<file path="src/rtl/pa_alloc_pkg.sv">
// Package: shared types for the proactive unit allocator.
// Assumes: a single control clock domain.
package pa_alloc_pkg;

    // One-cycle request from the run detector to the count register.
    typedef struct packed {
        logic up;
        logic down;
    } pa_step_t;

endpackage

</file>
<file path="src/rtl/pa_run_detect.sv">
// Module: pa_run_detect
// Measures runs of equal trigger samples. When a run reaches the threshold
// for its value, it issues a one-cycle up (ones) or down (zeros) request and
// restarts the run. A change of value restarts the run at length 1.
// Assumes: thresholds are quasi-static; a zero threshold behaves as 1.
module pa_run_detect
    import pa_alloc_pkg::*;
#(
    parameter int unsigned RUN_W = 8
) (
    input  logic             clk,
    input  logic             rst_n,
    input  logic             trig,
    input  logic [RUN_W-1:0] one_thr,
    input  logic [RUN_W-1:0] zero_thr,
    output pa_step_t         step
);

    logic             last_q;
    logic [RUN_W-1:0] run_q;
    logic [RUN_W-1:0] run_nxt;
    logic [RUN_W-1:0] thr_sel;
    logic             hit;
    pa_step_t         step_q;

    // Length of the run including this sample, and the threshold test.
    always_comb begin
        run_nxt = (trig == last_q) ? run_q + RUN_W'(1) : RUN_W'(1);
        thr_sel = trig ? one_thr : zero_thr;
        hit     = (run_nxt >= thr_sel);
    end

    // Run state and registered step request.
    always_ff @(posedge clk) begin
        if (!rst_n) begin
            last_q <= 1'b0;
            run_q  <= '0;
            step_q <= '0;
        end else begin
            last_q      <= trig;
            run_q       <= hit ? '0 : run_nxt;
            step_q.up   <= hit & trig;
            step_q.down <= hit & ~trig;
        end
    end

    assign step = step_q;

endmodule

</file>
<file path="src/rtl/pa_count.sv">
// Module: pa_count
// Saturating count of proactive units, moved by one per step request.
// Assumes: up and down are never requested in the same cycle.
module pa_count
    import pa_alloc_pkg::*;
#(
    parameter int unsigned CNT_W   = 4,
    parameter int unsigned MAX_CNT = 9
) (
    input  logic             clk,
    input  logic             rst_n,
    input  pa_step_t         step,
    output logic [CNT_W-1:0] count
);

    logic [CNT_W-1:0] count_q;

    // Clamp to the range 0 .. MAX_CNT.
    always_ff @(posedge clk) begin
        if (!rst_n) begin
            count_q <= '0;
        end else if (step.up && (count_q < CNT_W'(MAX_CNT))) begin
            count_q <= count_q + CNT_W'(1);
        end else if (step.down && (count_q != '0)) begin
            count_q <= count_q - CNT_W'(1);
        end
    end

    assign count = count_q;

endmodule

</file>
<file path="src/rtl/pa_phase_gen.sv">
// Module: pa_phase_gen
// Frame slot counter, mask reload at the frame boundary, and staggered
// phase toggles: unit i toggles in slot i while it is proactive.
// Assumes: UNITS slots per frame, one slot per clock.
module pa_phase_gen #(
    parameter int unsigned UNITS  = 10,
    parameter int unsigned CNT_W  = 4,
    parameter int unsigned SLOT_W = 4
) (
    input  logic              clk,
    input  logic              rst_n,
    input  logic [CNT_W-1:0]  count,
    output logic [UNITS-1:0]  mask,
    output logic [UNITS-1:0]  phase,
    output logic [SLOT_W-1:0] slot
);

    localparam logic [SLOT_W-1:0] LAST_SLOT = SLOT_W'(UNITS - 1);

    logic [SLOT_W-1:0] slot_q;
    logic [UNITS-1:0]  mask_q;
    logic [UNITS-1:0]  want_mask;
    logic [UNITS-1:0]  phase_q;
    logic              frame_end;

    assign frame_end = (slot_q == LAST_SLOT);

    // Top-down thermometer for the requested count.
    always_comb begin
        for (int i = 0; i < int'(UNITS); i++) begin
            want_mask[i] = ((i + int'(count)) >= int'(UNITS));
        end
    end

    // Slot counter and boundary-only mask reload.
    always_ff @(posedge clk) begin
        if (!rst_n) begin
            slot_q <= '0;
            mask_q <= '0;
        end else begin
            slot_q <= frame_end ? '0 : slot_q + SLOT_W'(1);
            if (frame_end) begin
                mask_q <= want_mask;
            end
        end
    end

    // One toggle flop per unit, fired in its own slot.
    for (genvar g = 0; g < int'(UNITS); g++) begin : g_unit
        always_ff @(posedge clk) begin
            if (!rst_n) begin
                phase_q[g] <= 1'b0;
            end else if ((slot_q == SLOT_W'(g)) && mask_q[g]) begin
                phase_q[g] <= ~phase_q[g];
            end
        end
    end

    assign mask  = mask_q;
    assign phase = phase_q;
    assign slot  = slot_q;

endmodule

</file>
<file path="src/rtl/pa_alloc.sv">
// Module: pa_alloc (top)
// Sizes the proactive group from trigger run lengths and drives its phases.
// Assumes: trig_in is already synchronous to clk.
module pa_alloc
    import pa_alloc_pkg::*;
#(
    parameter int unsigned UNITS = 10,
    parameter int unsigned RUN_W = 8
) (
    input  logic             clk,
    input  logic             rst_n,
    input  logic             trig_in,
    input  logic [RUN_W-1:0] one_run_thr,
    input  logic [RUN_W-1:0] zero_run_thr,
    output logic [UNITS-1:0] pro_mask,
    output logic [UNITS-1:0] pro_phase
);

    localparam int unsigned CNT_W   = $clog2(UNITS);
    localparam int unsigned SLOT_W  = $clog2(UNITS);
    localparam int unsigned MAX_CNT = UNITS - 1;

    pa_step_t          run_step;
    logic [CNT_W-1:0]  pro_count;
    logic [SLOT_W-1:0] frame_slot;

    pa_run_detect #(.RUN_W(RUN_W)) u_run (
        .clk      (clk),
        .rst_n    (rst_n),
        .trig     (trig_in),
        .one_thr  (one_run_thr),
        .zero_thr (zero_run_thr),
        .step     (run_step)
    );

    pa_count #(.CNT_W(CNT_W), .MAX_CNT(MAX_CNT)) u_cnt (
        .clk   (clk),
        .rst_n (rst_n),
        .step  (run_step),
        .count (pro_count)
    );

    pa_phase_gen #(.UNITS(UNITS), .CNT_W(CNT_W), .SLOT_W(SLOT_W)) u_phase (
        .clk   (clk),
        .rst_n (rst_n),
        .count (pro_count),
        .mask  (pro_mask),
        .phase (pro_phase),
        .slot  (frame_slot)
    );

endmodule

</file>
<file path="config.mk">
export PLATFORM = sky130hd
export DESIGN_NAME = pa_alloc
export DESIGN_NICKNAME = d
export VERILOG_FILES = /design/src/rtl/pa_alloc_pkg.sv /design/src/rtl/pa_run_detect.sv /design/src/rtl/pa_count.sv /design/src/rtl/pa_phase_gen.sv /design/src/rtl/pa_alloc.sv
export SDC_FILE = /design/constraint.sdc
export NUM_CORES = 1
export LEC_CHECK = 0
export BUFFER_PORTS_ARGS = -buffer_cell sky130_fd_sc_hd__buf_2
export CAP_MARGIN = 0
export CELL_PAD_IN_SITES_DETAIL_PLACEMENT = 0
export CELL_PAD_IN_SITES_GLOBAL_PLACEMENT = 1
export CORE_UTILIZATION = 42
export CTS_CLUSTER_DIAMETER = 40
export DETAILED_ROUTE_END_ITERATION = 8
export GPL_ROUTABILITY_DRIVEN = 0
export GPL_TIMING_DRIVEN = 1
export PLACE_DENSITY = 0.86
export SLEW_MARGIN = 20
export SYNTH_ARGS = -nofsm -noshare
export SYNTH_HDL_FRONTEND = slang
export SYNTH_SLANG_ARGS = --single-unit
</file>
<file path="constraint.sdc">
create_clock -name clk -period 3 [get_ports clk]
set_input_delay 0 -clock clk [delete_from_list [all_inputs] [get_ports clk]]
set_output_delay 0 -clock clk [all_outputs]
set_load 0.02 [all_outputs]
</file>
* Yosys cells after proc, flatten, opt, wreduce, memory -nomap -nowiden
Index checks and enable logic that the tools add are counted.
** Storage, ports and cells
- Flip-flop bits (word level) :: 39
- Word-level logic and storage cells :: 87
- Output and inout port bits :: 20
** Cells by class
- Add/sub/neg operators :: 13
- Equality and inequality tests :: 10
- Bitwise logic cells :: 14
- Reductions and logical operators :: 17
- Magnitude comparators :: 12
- Mux-type cells :: 4
** Operators with widths (count)
- $ge 32x5->1 const B :: 9
- $add 3x4->5 const A :: 4
- $eq 4x3->1 const B :: 4
- $mux 8 :: 2
- $logic_and 1x1->1 :: 12
- $not 1->1 :: 12
- $add 2x4->5 const A :: 2
- $add 4x4->5 const A :: 2
- $add 4x1->4 const B :: 2
- $add 8x1->8 const B :: 1
- $eq 4x2->1 const B :: 2
- $eq 4x4->1 const B :: 2
- $ge 8x8->1 :: 1
- $mux 4 :: 2
- $add 1x4->5 const A :: 1
- $eq 4x1->1 const B :: 1
- $ge 4x4->1 const B :: 1
- $logic_not 4->1 :: 1
- $lt 4x4->1 const B :: 1
- $reduce_bool 4->1 :: 1
- $reduce_or 2->1 :: 2
- $sub 4x1->4 const B :: 1
- $and 1x1->1 :: 2
- $reduce_bool 2->1 :: 1
- $eq 1x1->1 :: 1

* Logic depth before layout (Yosys ltp)
Gate-level depths: netlist of run 1.
- Depth after elaboration :: 4
- Gate-level depth with buffers :: 12

* By module
A second synthesis of run 1 with hierarchy kept.
** Second synthesis, totals
- Cell total of the unflattened synthesis :: 265
- Area, all modules :: 2419.8 um2
** Modules (own cells, without submodules)
- pa_phase_gen :: times used 1, cells an instance 154, area an instance 1388.8 um2
- pa_run_detect :: times used 1, cells an instance 76, area an instance 721.9 um2
- pa_count :: times used 1, cells an instance 35, area an instance 309.0 um2

* Worst setup path after synthesis of run 1
Ideal clock, no wire load.
- Path type :: register -> register
- Start point :: register u_cnt.count_q[0], in the netlist u_cnt.count[0]
- End point :: register u_cnt.count_q[3], in the netlist u_cnt.count[3]
- Arrival :: 2.415 ns
- Period minus slack after synthesis :: 2.487 ns
- Slack :: 0.513 ns
- Buffers on the path :: 2
- Cell stages (with the launch flop) :: 13
- Cells stage by stage :: dfxtp_1 buf_2 inv_1 ha_1 buf_2 nand2b_1 and2_1 inv_1 ha_1 a21o_1 a21oi_1 mux2i_1 mux2i_1
** Between the ends
- Longest elaborated chain between the ends :: 3
- Elaborated cells on any way between the ends :: 9
- Those cells by class :: 2 x add/sub; 1 x order compare; 2 x mux; 4 x reduce/logical
** Ends and longest elaborated chain
- start: declaration :: line pa_count.sv:16 : logic [CNT_W-1:0] count_q;
- start signal: assignment :: line pa_count.sv:23 : count_q <= count_q + CNT_W'(1);
- start signal: assignment :: line pa_count.sv:25 : count_q <= count_q - CNT_W'(1);
- $sub 4x1->4 (tied with other cells) :: line pa_count.sv:25
- $mux 4 (tied with other cells) :: line pa_count.sv:24 : end else if (step.down && (count_q != '0)) begin
- $mux 4 / $reduce_bool 2->1 (equally long branches)
Several ways; a longest one is shown, not always the timed one. The select of a mux whose other input is x is not followed.
A chain may end at the register's enable or synchronous reset.

* Worst setup path after layout of run 1
- Start point :: register u_cnt.count_q[3], in the netlist u_cnt.count[3]
- End point :: register u_cnt.count_q[3], in the netlist u_cnt.count[3]
The elaborated chain is that of the path after synthesis.

==> results of run 1 <==
[metal layers]
layer	vias to the layer above	global-route usage [%]
met2	51	30.6
li1	1011	-
met1	893	20.8
met3	10	2.62
met4	0	9.43
met5	-	0
[layout make-up]
class	instances	share of cell area, %
multi-input cells	206	54.4
flip-flops and latches	39	28.2
repair buffers	42	7.94
well taps	72	3.25
clock buffers	6	2.62
clock inverters	2	2.17
inverters	11	1.49
[state kept, by name (all words and copies together) (netlist names)]
register / count
u_cnt.count: 4
u_phase.mask: 10
u_phase.phase: 10
u_phase.slot: 4
u_run.last_q: 1
u_run.run_q: 8
u_run.step: 2
[stage by stage]
step | total power, W | cells | hold WS, ns | instance area (sq um) | setup WS (ns)
after global placement | 0.000634 | 370 | 0.432 | 2640 | 0.549
after CTS | 0.00116 | 378 | 0.110 | 2770 | 0.409
after global routing | 0.00119 | 378 | 0.140 | 2770 | 0.177
after detailed placement | 0.000636 | 370 | 0.432 | 2640 | 0.433
final | 0.00115 | 378 | 0.106 | 2770 | 0.363
after floorplan | 0.000607 | 266 | 0.142 | 2370 | 0.513
[Yosys cell counts, types with 2 or more instances]
cell type,number,area share (%)
dfxtp_1,39,33
ha_1,29,15
nor2_1,23,3.6
a21oi_1,20,4.2
nand3_1,16,3.4
xor2_1,14,5.2
nand2_1,12,1.9
o21ai_0,12,2.5
inv_1,10,1.6
mux2i_1,10,4.2
xnor2_1,10,3.7
and3_1,8,2.1
buf_2,6,1.3
nor2b_1,6,1.6
a211oi_1,4,1.3
and2_1,4,1.1
a21o_1,3,0.95
a221oi_1,3,1.1
a31oi_1,3,0.79
clkbuf_1,3,0.47
nor3_1,3,0.63
or3_1,3,0.79
a21oi_2,2,0.74
nand2b_1,2,0.53
nand4_1,2,0.53
[power by group through the flow]
stage	sequential, W	clock (W)	combinational [W]
6_report	0.000533	0.000526	0.0000897
5_1_grt	0.000534	0.000550	0.000102
4_1_cts	0.000533	0.000532	0.0000910
3_5_place_dp	0.000545	0	0.0000905
3_3_place_gp	0.000545	0	0.0000888
2_1_floorplan	0.000544	0	0.0000632
[worst max-delay path: cells and delay by family, from the launching register on]
| family | cells | cell delay [ns] |
|---|---|---|
| flops | 1 | 0.68 |
| fa+ha+maj | 2 | 0.65 |
| mux | 2 | 0.46 |
| compound gates | 2 | 0.34 |
| simple gates | 2 | 0.31 |
| buf+inv | 1 | 0.11 |
[worst max-delay path by stage]
stage | cells after the start | start | to | slack, ns
6_report | 9 | u_cnt.count[3] | u_cnt.count[3] | 0.36
5_1_grt | 9 | u_cnt.count[3] | u_cnt.count[3] | 0.18
4_1_cts | 9 | u_cnt.count[3] | u_cnt.count[3] | 0.41
3_5_place_dp | 9 | u_cnt.count[3] | u_cnt.count[3] | 0.43
3_3_place_gp | 9 | u_cnt.count[3] | u_cnt.count[3] | 0.55
2_1_floorplan | 12 | u_cnt.count[0] | u_cnt.count[3] | 0.51
[cells by family after synthesis]
kind of cell,count (synthesis),synth area share [%]
AND/OR/NAND/NOR,84,18.1
adder cells (fa/ha/maj),30,16.1
flip-flops,39,32.9
buffers and inverters,21,3.64
AO/OA/AOI/OAI,57,15.7
XOR/XNOR,24,8.85
multiplexers,11,4.69
==> results.toml, run 1 <==
[global_routing]
grt_pass1_wl_mm = 8.31
antenna_found_initial = 0
grt_pass1_vias = 1812
grtUsageTotal_pct = 17.7
gr-total-overflow = 0
grt_max_degree = 23

[setup_path]
setup.worst_path.end_class = "register"
ff2ff_setup_slack_ns = 0.36
crit_fanout = 16
critPathRequiredTime_ns = 3.23
ff2ff_path_depth = 9
critPathMaxStageDelay_ns = 0.68
slowest_stage = "dfxtp_1"
startpoint_type = "register"
path_class = "reg2reg"
crit_arrival_ns = 2.86
r2r_start = "u_cnt.count[3]"
rr_endpoint = "u_cnt.count[3]"
worstPathCellList = "ha_1 -> nor2b_1 -> and2_1 -> inv_1 -> ha_1 -> a21o_1 -> a21oi_1 -> mux2i_1 -> mux2i_1"

[timing]
maxSlewHeadroom_pct = 61.0
fin_worst_skew_ns = 0.00692
finalSetupViolCount = 0
period_needed_ns = 2.64
fin_setup_tns_ns = 0
period_share_pct = 87.9
slew_violations = 0
fmax_ghz = 0.379
final-hold-violation-count = 0
worstMarginPinSlew_ns = 0.584
rsz0062_at_grt = "false"

[floorplanning]
core_sq_um = 5470
fp.dieW_microns = 77.2
fp-row-count = 27
fp.dieH_microns = 77.2
io_pins = 39
die_area_sq_um = 5960
initial_core_util_pct = 43.4

[cts]
cts_made_buffers = 5
clock_latency_ns = 0.30
htreeDepth = 2
path_clk_slew_ns = 0.08
cts_root_buf = "clkbuf_8"
clockBufferDepth = 2
clock_sinks = 39
cts_tree = "yes"
postCtsSetupBuffers = 0
cts-resized-gates = 0
cts_hold_buf = 0

[routing]
vias = 1965
wl_met2_mm = 2.34
wl_per_cell_microns = 13.2
vias_per_cell = 5.20
drt-total-wl_mm = 4.97
topRoutingLayerUsed = "met4"
dr.first_iter.drc_count = 96
first_pass_iters = 4
antenna_left = 0
drc = 0
route.met3.wl_microns = 211
drt-met1-wl_mm = 2.29

[synthesis]
synth-edff-count = 0
ys_ff_latch = 39
synth_ff_type = "dfxtp_1"
ys_types = 44
synth_area_per_cell_sq_um = 8.93
yosysSeqAreaShare_pct = 32.9
synth_area_sq_um = 2370
synth_cells = 266
async_reset_ff_share_pct = 0
synth_fp_nets = 315
yosysWarnings = 0

[power_and_ir_drop]
clkPwrFrac_pct = 45.8
p_int_w = 0.000899
powerDensity_nw_per_um2 = 414
p_leak_nw = 1.29
p_sw_w = 0.000250
peakVddDrop_mv = 0.157
p_sw_share_pct = 21.8
p_seq_share_pct = 46.4
p_comb_share_pct = 7.8

[layout]
drive_above_1_share_pct = 19.0
area_growth_pct = 16.8
layout_commonest_cell = "dfxtp_1"
final_nets = 354
multi_input_comb_area_sq_um = 1510
ff_latch_area_sq_um = 781
layout_common_cells = "dfxtp_1, buf_2, ha_1"
diodes = 0
fillers = 545
final_util_pct = 50.7

[flow_run]
drv_cap = 0

[min_path]
worstHoldPathCells = 2
min_from = "trig_in"
hp-class = "in2reg"
hold_end = "u_run.step[0]"

[place]
hpwl_mm = 3.74
port_buffers = 38

[run_status]
status = "finished clean"
No activity file was read; power rests on OpenSTA's default activity.
==> run 2: changes to the inputs <==
--- a/config.mk
+++ b/config.mk
@@ -5,16 +5,15 @@
 export SDC_FILE = /design/constraint.sdc
 export NUM_CORES = 1
 export LEC_CHECK = 0
+export ABC_AREA = 1
 export BUFFER_PORTS_ARGS = -buffer_cell sky130_fd_sc_hd__buf_2
 export CAP_MARGIN = 0
-export CELL_PAD_IN_SITES_DETAIL_PLACEMENT = 0
-export CELL_PAD_IN_SITES_GLOBAL_PLACEMENT = 1
-export CORE_UTILIZATION = 42
+export CORE_UTILIZATION = 57
 export CTS_CLUSTER_DIAMETER = 40
 export DETAILED_ROUTE_END_ITERATION = 8
 export GPL_ROUTABILITY_DRIVEN = 0
 export GPL_TIMING_DRIVEN = 1
-export PLACE_DENSITY = 0.86
+export PLACE_DENSITY = 0.87
 export SLEW_MARGIN = 20
 export SYNTH_ARGS = -nofsm -noshare
 export SYNTH_HDL_FRONTEND = slang
==> run 2 against run 1 <==
Compared with the run above:
- count of clock-buffer cells in the layout increased by 1
- fmax increased by 13%
- cell area decreased by 0.77%
- utilization increased by 17 points
- final cell count increased by 10%
- largest cell class unchanged
- non-clock buffer count decreased by 3
- first-iteration DRC count increased by 47%
- clock skew about the same
- largest power group unchanged
==> results.toml, run 2 <==
[power_and_ir_drop]
powerDensity_nw_per_um2 = 372
peakVddDrop_mv = 0.195
p_int_w = 0.000773
p_comb_share_pct = 9.3
total_power_w = 0.00102
p_seq_share_pct = 52.1
p_sw_share_pct = 24.4
p_leak_nw = 1.41
clkPwrFrac_pct = 38.6
p_sw_w = 0.000249

[floorplanning]
fp.dieW_microns = 67.5
fp-row-count = 23
die_area_sq_um = 4550
initial_core_util_pct = 60.3
fp.dieH_microns = 67.5
io_pins = 39
core_sq_um = 4060

[place]
post-place-ws_ns = 0.696
post_dp_cell_area_sq_um = 2650
hpwl_mm = 3.86
port_buffers = 38

[min_path]
hp-class = "in2reg"
hold_end = "u_run.step[1]"
worstHoldPathCells = 3
min_from = "trig_in"

[routing]
drc = 0
wl_per_cell_microns = 12.4
dr.first_iter.drc_count = 141
first_pass_iters = 4
vias = 2225
vias_per_cell = 5.35
antenna_left = 0
drt-total-wl_mm = 5.14

[synthesis]
synth_commonest_cells = "nand2_1, dfxtp_1, inv_1"
async_reset_ff_share_pct = 0
yosysWarnings = 0
synth_ff_type = "dfxtp_1"
synth_top_cell_area_share_pct = 31.9
synth_fp_nets = 376
synth.most_common_cell = "nand2_1"
yosysSeqAreaShare_pct = 31.9
synth-edff-count = 0
yosys-top-cells-area = "dfxtp_1, ha_1, nand2_1, inv_1, a21oi_1"
ys_ff_latch = 39
synth_area_sq_um = 2440
yosys.area.top_type = "dfxtp_1"
ys_types = 34
synth_area_per_cell_sq_um = 7.48
synth_cells = 327

[cts]
cts-resized-gates = 0
htreeDepth = 2
clock_sinks = 39
postCtsSetupBuffers = 0
cts_tree = "yes"
clockBufferDepth = 2
cts_root_buf = "clkbuf_8"
clock_latency_ns = 0.29
cts_made_buffers = 5
path_clk_slew_ns = 0.08
cts_hold_buf = 0

[layout]
layout_commonest_cell = "nand2_1"
drive_above_1_share_pct = 16.4
area_growth_pct = 12.5
fillers = 323
diodes = 0
layout_common_cells = "nand2_1, inv_1, dfxtp_1"
finalInstanceArea_sq_um = 2750
final_nets = 414

[timing]
fin_setup_tns_ns = 0
rsz0062_at_grt = "false"
maxSlewHeadroom_pct = 67.5
fmax_ghz = 0.430
holdWs_ns = 0.115
final-hold-violation-count = 0
finalSetupViolCount = 0
slew_violations = 0
period_needed_ns = 2.32
fin_ws_ns = 0.676
worstMarginPinSlew_ns = 0.487
period_share_pct = 77.5
fin_worst_skew_ns = 0.00686

[setup_path]
critPathRequiredTime_ns = 3.18
rr_endpoint = "u_cnt.count[3]"
path_common_cell = "nand2_1"
r2r_start = "u_cnt.count[2]"
setup.worst_path.end_class = "register"
critPathBufInv = 1
path_class = "reg2reg"
ff2ff_setup_slack_ns = 0.68
crit_start = "u_cnt.count[2]"
ff2ff_path_depth = 11
startpoint_type = "register"
slowest_stage = "dfxtp_1"
critPathMaxStageDelay_ns = 0.52
crit_arrival_ns = 2.51
path_delay_family = "simple AND/OR/NAND/NOR gates"
crit_fanout = 9
worstPathCellList = "inv_1 -> ha_1 -> nand2_1 -> nand3_2 -> ha_1 -> nand3_1 -> nor2b_1 -> nand2_1 -> nand3_1 -> nand2_1 -> nor2_1"

[global_routing]
grtUsageTotal_pct = 25.0
grt_pass1_wl_mm = 8.60
gr-total-overflow = 0
antenna_found_initial = 0
grt_max_degree = 28
grt_pass1_vias = 2007

[run_status]
status = "finished clean"

[flow_run]
drv_cap = 0
==> run 2: final cells by class <==
cell class / count / area (sq um) / share of cell area [%]
multi-input cells: 239 / 1450 / 52.8
flip-flops and latches: 39 / 781 / 28.4
repair buffers: 39 / 198 / 7.19
inverters: 41 / 154 / 5.59
clock buffers: 7 / 96.3 / 3.50
well taps: 50 / 62.6 / 2.27
clock inverters: 1 / 7.51 / 0.273
==> run 2: through the flow <==
step                util [%]  std cells
finish                  67.8        416
global route            67.8        416
CTS                     67.8        416
detailed placement      65.2        408
global placement        65.2        408
floorplan                  -        327
==> run 2: kinds of logic (layout without fill, tap and decap cells) <==
| group | Yosys count | in the layout | synth area share, % |
|---|---|---|---|
| AND/OR/NAND/NOR | 131 | 131 | 23.4 |
| multiplexers | 7 | 7 | 2.87 |
| adder cells (fa/ha/maj) | 30 | 30 | 15.7 |
| buffers and inverters | 49 | 88 | 8.65 |
| flip-flops | 39 | 39 | 31.9 |
| AO/OA/AOI/OAI | 61 | 61 | 13.6 |
| XOR/XNOR | 10 | 10 | 3.89 |
==> run 2: worst max-delay path by stage <==
| stage | end | slack [ns] | cells after the start |
|---|---|---|---|
| global route | u_cnt.count[3] | 0.50 | 11 |
| detailed placement | u_cnt.count[3] | 0.70 | 11 |
| finish | u_cnt.count[3] | 0.68 | 11 |
| CTS | u_cnt.count[3] | 0.68 | 11 |
| floorplan | u_cnt.count[3] | 0.99 | 12 |
| global placement | u_cnt.count[3] | 0.84 | 11 |
==> run 2: routing by layer <==
| layer | routed length, microns | track usage, % |
|---|---|---|
| met1 | 2380 | 33.1 |
| met2 | 2410 | 38.9 |
| met3 | 260 | 5.74 |
| met4 | 85 | 9.57 |
| met5 | 0 | 0 |
==> run 2: worst reg2reg max path, cell delays in order, from the launching register on <==
cell     delay (ns)
dfxtp_1        0.52
inv_1          0.25
ha_1           0.29
nand2_1        0.11
nand3_2        0.15
ha_1           0.37
nand3_1        0.11
nor2b_1        0.17
nand2_1        0.07
nand3_1        0.07
nand2_1        0.08
nor2_1         0.04
==> run 2: power by group through the flow <==
| stage | Sequential (W) | Combinational (W) | Clock [W] |
|---|---|---|---|
| 6_report | 0.000533 | 0.0000946 | 0.000395 |
| 5_1_grt | 0.000534 | 0.000110 | 0.000427 |
| 4_1_cts | 0.000533 | 0.0000946 | 0.000403 |
| 3_5_place_dp | 0.000545 | 0.0000934 | 0 |
| 3_3_place_gp | 0.000544 | 0.0000912 | 0 |
| 2_1_floorplan | 0.000543 | 0.0000681 | 0 |
==> run 3: changes to the inputs <==
--- a/config.mk
+++ b/config.mk
@@ -8,12 +8,12 @@
 export ABC_AREA = 1
 export BUFFER_PORTS_ARGS = -buffer_cell sky130_fd_sc_hd__buf_2
 export CAP_MARGIN = 0
-export CORE_UTILIZATION = 57
+export CORE_UTILIZATION = 51
 export CTS_CLUSTER_DIAMETER = 40
 export DETAILED_ROUTE_END_ITERATION = 8
 export GPL_ROUTABILITY_DRIVEN = 0
 export GPL_TIMING_DRIVEN = 1
-export PLACE_DENSITY = 0.87
+export PLACE_DENSITY = 0.83
 export SLEW_MARGIN = 20
 export SYNTH_ARGS = -nofsm -noshare
 export SYNTH_HDL_FRONTEND = slang
==> constraint.sdc (replaced) <==
create_clock -name clk -period 1.9 [get_ports clk]
set_input_delay 0 -clock clk [delete_from_list [all_inputs] [get_ports clk]]
set_output_delay 0 -clock clk [all_outputs]
set_load 0.02 [all_outputs]
==> run 3 against run 2 <==
Compared with the run above:
- the run now ends with DRC left
- combinational power up 86%
- cell area up 9.0%
- global-route usage down 2.4 points
- worst setup slack worse by 0.65 ns
- clock power up 38%
- clock skew up 0.0018 ns
- count of clock-buffer cells in the layout unchanged
- register-to-register slack worse by 0.65 ns
- hold slack better by 0.057 ns
==> results.toml, run 3 (synthesized netlist as in run 2, its figures left out) <==
[layout]
area_growth_pct = 22.7
fillers = 376
drive_above_1_share_pct = 26.3
layout_commonest_cell = "nand2_1"
final_util_pct = 67.0
multi_input_comb_area_sq_um = 1570
diodes = 0
ff_latch_area_sq_um = 795
final_nets = 432
layout_common_cells = "nand2_1, buf_2, inv_1"

[setup_path]
critPathMaxStageDelay_ns = 0.33
r2r_start = "u_run.last_q"
path_delay_family = "simple AND/OR/NAND/NOR gates"
path_common_cell = "nand2_1"
crit_fanout = 8
crit_start = "u_run.last_q"
slowest_stage = "dfxtp_1"
path_class = "reg2reg"
setup.worst_path.end_class = "register"
critPathBufInv = 2
startpoint_type = "register"
worstPathCellList = "xnor2_2 -> buf_6 -> nand3_1 -> inv_1 -> ha_1 -> a21oi_1 -> nand2_1 -> nand2_1 -> nand3_4 -> nor2_2"
crit_arrival_ns = 2.09
critPathRequiredTime_ns = 2.12

[flow_run]
drv_cap = 0

[routing]
antenna_left = 0
first_pass_iters = 6
dr.first_iter.drc_count = 137
wl_per_cell_microns = 13.0
vias = 2393
vias_per_cell = 5.49
drt-total-wl_mm = 5.68
drc = 2

[cts]
clock_sinks = 39
cts_tree = "yes"
clockBufferDepth = 2
path_clk_slew_ns = 0.07
cts_root_buf = "clkbuf_8"
clock_latency_ns = 0.30
cts_made_buffers = 5
htreeDepth = 2

[timing]
finalSetupViolCount = 0
rsz0062_at_grt = "true"
fmax_ghz = 0.534
worstMarginPinSlew_ns = 0.467
period_share_pct = 98.5
maxSlewHeadroom_pct = 68.9
slew_violations = 0
period_needed_ns = 1.87
final-hold-violation-count = 0
fin_worst_skew_ns = 0.00865

[floorplanning]
fp-row-count = 24
fp.dieW_microns = 71.2
die_area_sq_um = 5070
core_sq_um = 4470
initial_core_util_pct = 54.6
fp.dieH_microns = 71.2
io_pins = 39

[global_routing]
antenna_found_initial = 0
gr-total-overflow = 0
grt_pass1_wl_mm = 9.06
grt_max_degree = 28
grtUsageTotal_pct = 22.6
grt_pass1_vias = 2085

[power_and_ir_drop]
powerDensity_nw_per_um2 = 522
total_power_w = 0.00156
peakVddDrop_mv = 0.316
p_leak_nw = 1.55

[run_status]
violations = "DRC"
status = "finished, violations left"

[min_path]
hp-class = "in2reg"
min_from = "rst_n"

[place]
hpwl_mm = 4.14
port_buffers = 38
run 3: power by group:
part	internal (W)	leakage (nW)	total, W	switching (W)
clock network	0.000258	0.0422	0.000547	0.000290
registers	0.000828	0.319	0.000841	0.0000130
logic	0.0000770	1.19	0.000176	0.0000991
run 3: what timing repair did:
action,in CTS,in global routing
pin swaps,0,14
endpoints found under the setup margin,8,12
gates resized for setup,3,28
hold buffers,0,0
buffers inserted,0,3
run 3: worst register-to-register path, cell delays in order (launching register included):
cell and delay, ns:
dfxtp_1 0.33, xnor2_2 0.15, buf_6 0.14, nand3_1 0.13, inv_1 0.06, ha_1 0.32, a21oi_1 0.17, nand2_1 0.08
nand2_1 0.13, nand3_4 0.15, nor2_2 0.16
run 3: through the flow:
step                cell area, sq um  hold WS, ns  worst slack [ns]  TNS, ns  instances
detailed placement              2780        0.436           -0.0945   -0.528        425
CTS                             2880        0.161           0.00370        0        433
global route                    3000        0.195            -0.108   -0.535        436
finish                          3000        0.172            0.0290        0        436
global placement                2780        0.430            0.0102        0        425
floorplan                       2460        0.261            0.0187        0        327
run 3: final timing paths:
path,cells past startpoint,to,slack (ns)
max reg2reg,10,u_run.run_q[0],0.03
min reg2reg,1,u_phase.phase[5],0.44
min,3,u_run.step[0],0.17
max,10,u_run.run_q[0],0.03
run 3: area by class of cell:
type                            count  area share (%)
Inverter                           41            5.13
Clock inverter                      1           0.167
Multi-Input combinational cell    239            52.3
Timing Repair Buffer               57            11.2
Tap cell                           52            2.17
Sequential cell                    39            26.5
Clock buffer                        7            2.54
run 3: per-layer routing:
metal  global-route usage (%)  routed length (microns)  up-vias
met1                     29.4                     2510     1118
met4                     10.0                      143        0
met2                     36.9                     2730       76
met3                     3.80                      295       19
met5                        0                        0        -
li1                         -                        -     1180
